===== config.mk =====
export PLATFORM = sky130hd
export DESIGN_NAME = word_addr_gen
export DESIGN_NICKNAME = d
export VERILOG_FILES = /design/src/rtl/word_addr_gen.sv
export SDC_FILE = /design/constraint.sdc
export NUM_CORES = 1
export LEC_CHECK = 0
export ABC_AREA = 1
export BUFFER_PORTS_ARGS = -buffer_cell sky130_fd_sc_hd__buf_2
export CAP_MARGIN = 20
export CORE_MARGIN = 4
export CORE_UTILIZATION = 40
export CTS_CLUSTER_DIAMETER = 200
export DETAILED_ROUTE_END_ITERATION = 10
export PLACE_DENSITY = 0.66
export SETUP_SLACK_MARGIN = 0.02
export SLEW_MARGIN = 20
export SYNTH_ARGS = -nofsm -noshare
export SYNTH_HDL_FRONTEND = slang
export SYNTH_SLANG_ARGS = --single-unit

===== constraint.sdc =====
create_clock -name clk -period 1.85 [get_ports clk]
set_clock_uncertainty 0.1 [all_clocks]
set_input_delay 0.185 -clock clk [delete_from_list [all_inputs] [get_ports clk]]
set_output_delay 0.185 -clock clk [all_outputs]
set_load 0.01 [all_outputs]

===== src/rtl/word_addr_gen.sv =====
module word_addr_gen #(
  parameter int Y_W   = 15,
  parameter int LOW_W = 13,
  parameter int EXT_W = 5
) (
  input  logic                     clk,
  input  logic                     rst_n,
  input  logic                     long_mode_i,
  input  logic                     pc_step_i,
  input  logic                     pc_load_i,
  input  logic [LOW_W+EXT_W-1:0]   pc_target_i,
  input  logic                     ext_wr_i,
  input  logic [Y_W-LOW_W-1:0]     ext_idx_i,
  input  logic [EXT_W-1:0]         ext_val_i,
  input  logic [Y_W-1:0]           opnd_y_i,
  output logic [LOW_W+EXT_W-1:0]   instr_addr_o,
  output logic [LOW_W+EXT_W-1:0]   opnd_addr_o
);
  localparam int PA_W    = LOW_W + EXT_W;
  localparam int SEL_W   = Y_W - LOW_W;
  localparam int HI_W    = PA_W - Y_W;
  localparam int NUM_SEL = 1 << SEL_W;

  logic [PA_W-1:0]  pc_q, pc_base, pc_nxt, oa_q, oa_nxt;
  logic [EXT_W-1:0] ext_q [NUM_SEL];
  logic [SEL_W-1:0] sel;

  assign sel     = opnd_y_i[Y_W-1:LOW_W];
  assign pc_base = pc_load_i ? pc_target_i : (pc_step_i ? pc_q + PA_W'(1) : pc_q);
  assign pc_nxt  = long_mode_i ? pc_base : {{HI_W{1'b0}}, pc_base[Y_W-1:0]};
  assign oa_nxt  = long_mode_i ? {ext_q[sel], opnd_y_i[LOW_W-1:0]}
                               : {{HI_W{1'b0}}, opnd_y_i};

  always_ff @(posedge clk) begin
    if (!rst_n) begin
      pc_q <= '0;
      oa_q <= '0;
    end else begin
      pc_q <= pc_nxt;
      oa_q <= oa_nxt;
    end
  end

  always_ff @(posedge clk) begin
    if (!rst_n) begin
      for (int i = 0; i < NUM_SEL; i++) ext_q[i] <= '0;
    end else if (ext_wr_i) begin
      for (int i = 1; i < NUM_SEL; i++)
        if (ext_idx_i == SEL_W'(i)) ext_q[i] <= ext_val_i;
    end
  end

  assign instr_addr_o = pc_q;
  assign opnd_addr_o  = oa_q;
endmodule



==> summary.md <==
| Metric | Value |
|---|---|
| Run status | finished, final reports clean |
| Max Freq | 669 MHz |
| Power share of the clock group | 30.7% |
| Initial core utilization | 42.1% |
| Ant. Diodes | 0 |
| Critical Path End Type | register |
| Yosys warns | 0 |
| Syn Area/Cell | 7.87 um2 |
| Full die area | 0.00724 mm2 |
| Largest net degree at the start of global routing | 19 |
| GPL Wtd Cong | 0.901 |
| Slew Limit Fails | 0 |
| Synth cell types | 33 |
| Critical path origin | instr_addr_o[1]$_SDFFE_PN0P_ |
| Max_cap viols | 0 |
| Synth Net Count | 349 |
| TritonCTS Sinks | 51 |
| Leak Pwr | 0.00147 uW |
| Area of the mapped netlist | 0.00238 mm2 |
| Dpl ws | 0.368 ns |
| Area grow syn2layout | 28.9% |
| CTS Buf Count | 5 |
| Die H | 85.1 um |
| Congestion Overflow GR | 0 |
| Layout cells sized above 1 | 28.5% |
| Setup-failing EPs final | 0 |
| Worst IR Drop VDD | 0.000374 V |
| P_int | 1630 uW |
| CP Max Fanout | 6 |
| 1st-iter DRT viols | 65 |
| CTS root buffer | clkbuf_8 |
| Setup CP Type | register to register |
| Worst slew margin | 73.6% |
| Flop-to-flop setup slack | 0.36 ns |
| Sw Ratio | 27.6% |
| Initial antenna violation count | 0 |
| Pre-antenna DRT Iters | 4 |
| Port bufs | 81 |
| Fin nets | 443 |
| Final period utilization | 80.8% |
| Final Cell Area | 0.00306 mm2 |
| Synth Instances | 302 |
| Worst Path Arrival | 1.65 ns |
| WL per Instance | 12.2 um |
| RSZ-0062 raised after global routing | false |
| Worst Hold Depth | 3 |
| # DRC | 0 |
| Share of the yosys chip area belonging to registers | 49.3% |
| # H-tree levels | 2 |
| RR Startpoint | instr_addr_o[1]$_SDFFE_PN0P_ |
| First-pass GRT wire length | 9.45 mm |
| Reg-to-reg endpoint | instr_addr_o[16]$_SDFFE_PN0P_ |
| Vias in the first global route | 2125 |
| Final Hold Vio Count | 0 |
| Switch Pwr | 621 uW |
| Yosys reg bits | 51 |
| Site row count | 27 |
| Placed Area | 0.00284 mm2 |
| R2R depth | 9 |
| Total wire length | 5.72 mm |
| Hpwl dp | 4.32 mm |
| CTS tree | done |
| Total GRT Usage | 16.1% |
| EDFF count, synth | 15 |
| Fill cells | 542 |
| Post-cts resize count | 0 |
| Vias post-DR | 2246 |
| Worst hold start | pc_target_i[2] |
| Core Area | 0.00564 mm2 |
| Ys async rst share | 0% |
| Hold WC Path Type | input pin to register |
| Logic pwr share | 13.1% |
| Worst-margin pin slew | 0.396 ns |
| # IOs | 82 |
| Worst Slack Setup Final | 0.356 ns |
| Post-CTS Setup Repair Bufs | 0 |
| Avg Vias per Cell | 4.79 |
| Die Wd | 85.1 um |
| Worst hold endpoint | instr_addr_o[2]$_SDFFE_PN0P_ |
| Most used flip-flop cell after synthesis | dfxtp_1 |
| Setup TNS | 0 ns |
| Max Root-Sink Buffers | 2 |
| Seq pwr share | 56.1% |
| Critical path data required time | 2.00 ns |
| Post-route antenna net violation count | 0 |
| Worst-skew pair later-pin latency | 0.31 ns |
| Setup crit start kind | register |
| Clock edge transition at the registers on the reported setup and hold paths | 0.10 ns |
| Post-route minimum period | 1.49 ns |
| PwrDens | 736 mW/mm2 |
[stage by stage]
step / instances / total power [uW] / hold slack, ns / util [%]
CTS: 469 / 2270 / 0.0352 / 54.3
detailed placement: 448 / 1570 / 0.270 / 50.3
finish: 469 / 2250 / 0.0432 / 54.3
global placement: 448 / 1560 / 0.265 / 50.3
global route: 469 / 2360 / 0.0270 / 54.3
floorplan: 302 / 1440 / 0.183 / -
[metal layers]
layer / routed length [um] / vias to the layer above / track usage [%]
met5: 0 / - / 0
met4: 85 / 0 / 5.61
li1: - / 1168 / -
met2: 2610 / 79 / 26.4
met3: 506 / 8 / 6.02
met1: 2510 / 991 / 19.3
[flip-flops by register name (all words and copies together) (netlist names)]
name	count
instr_addr_o	18
ext_q	15
opnd_addr_o	18
[cell type report]
cell class	instances	area (um2)	area share [%]
flip-flops and latches	51	1170	38.3
clock inverters	3	27.5	0.899
repair buffers	96	551	18.0
multi-input cells	201	998	32.6
inverters	41	155	5.07
well taps	72	90.1	2.94
clock buffers	5	68.8	2.25
[worst max-delay path by stage]
stage                                         end  slack (ns)  depth (start not counted)
floorplan           instr_addr_o[16]$_SDFFE_PN0P_        0.42                          8
global placement    instr_addr_o[16]$_SDFFE_PN0P_        0.42                          8
detailed placement   instr_addr_o[1]$_SDFFE_PN0P_        0.37                          8
CTS                 instr_addr_o[16]$_SDFFE_PN0P_        0.35                          8
global route        instr_addr_o[14]$_SDFFE_PN0P_        0.19                          8
finish              instr_addr_o[16]$_SDFFE_PN0P_        0.36                          9
[power groups by stage]
stage	Clock [uW]	Sequential (uW)	Combinational [uW]
floorplan	0	1300	135
global placement	0	1290	273
detailed placement	0	1290	278
CTS	710	1260	300
global route	756	1270	334
finish	693	1260	296
[kinds of logic after synthesis]
kind of cell    synth area share (%)
buf+inv                         8.69
fa+ha+maj                      0.527
xor+xnor                        1.47
flops                           49.3
simple gates                    27.3
compound gates                  12.7
[worst max-delay path: stages (launching register included)]
cell,delay (ns)
dfxtp_1,0.42
ha_1,0.22
nand3_1,0.11
inv_2,0.09
nand2_2,0.09
nor2_1,0.13
nand2_1,0.06
nand2_1,0.06
nand2_1,0.05
a21oi_2,0.10
[timing repair]
item	in CTS	in global routing
hold endpoints to repair	13	0
hold buffers	13	0
endpoints found under the setup margin	0	0
[cells in the mapped netlist, types with 2 or more instances]
cell type / n / area (um2)
a211oi_1: 2 / 15.0
a21oi_1: 15 / 75.1
a21oi_2: 3 / 26.3
a22oi_1: 9 / 67.6
a31oi_1: 4 / 25.0
buf_2: 2 / 10.0
buf_4: 2 / 15.0
clkbuf_1: 4 / 15.0
dfxtp_1: 36 / 721
edfxtp_1: 15 / 450
inv_1: 36 / 135
inv_2: 4 / 15.0
nand2_1: 70 / 263
nand2_2: 4 / 25.0
nand3_1: 21 / 105
nand4_1: 5 / 31.3
nor2_1: 36 / 135
nor2_2: 4 / 25.0
nor2_4: 3 / 33.8
nor3_1: 2 / 10.0
o21ai_0: 11 / 55.1
xor2_1: 3 / 26.3
[cells in the final DEF (no fill, tap or decap), types with 2 or more instances in the layout]
cell           count
nand2_2            4
nand3_1           21
nand2_1           70
a22oi_1            9
a211oi_1           2
nor2_2             4
a31oi_1            4
inv_2              4
nand4_1            5
clkbuf_8           5
xor2_1             3
dfxtp_1           36
nor2_1            36
buf_2             81
a21oi_1           15
dlygate4sd3_1     13
buf_4              2
inv_1             36
nor2_4             3
nor3_1             2
o21ai_0           11
a21oi_2            3
edfxtp_1          15
(Power assumes the default switching activity.)
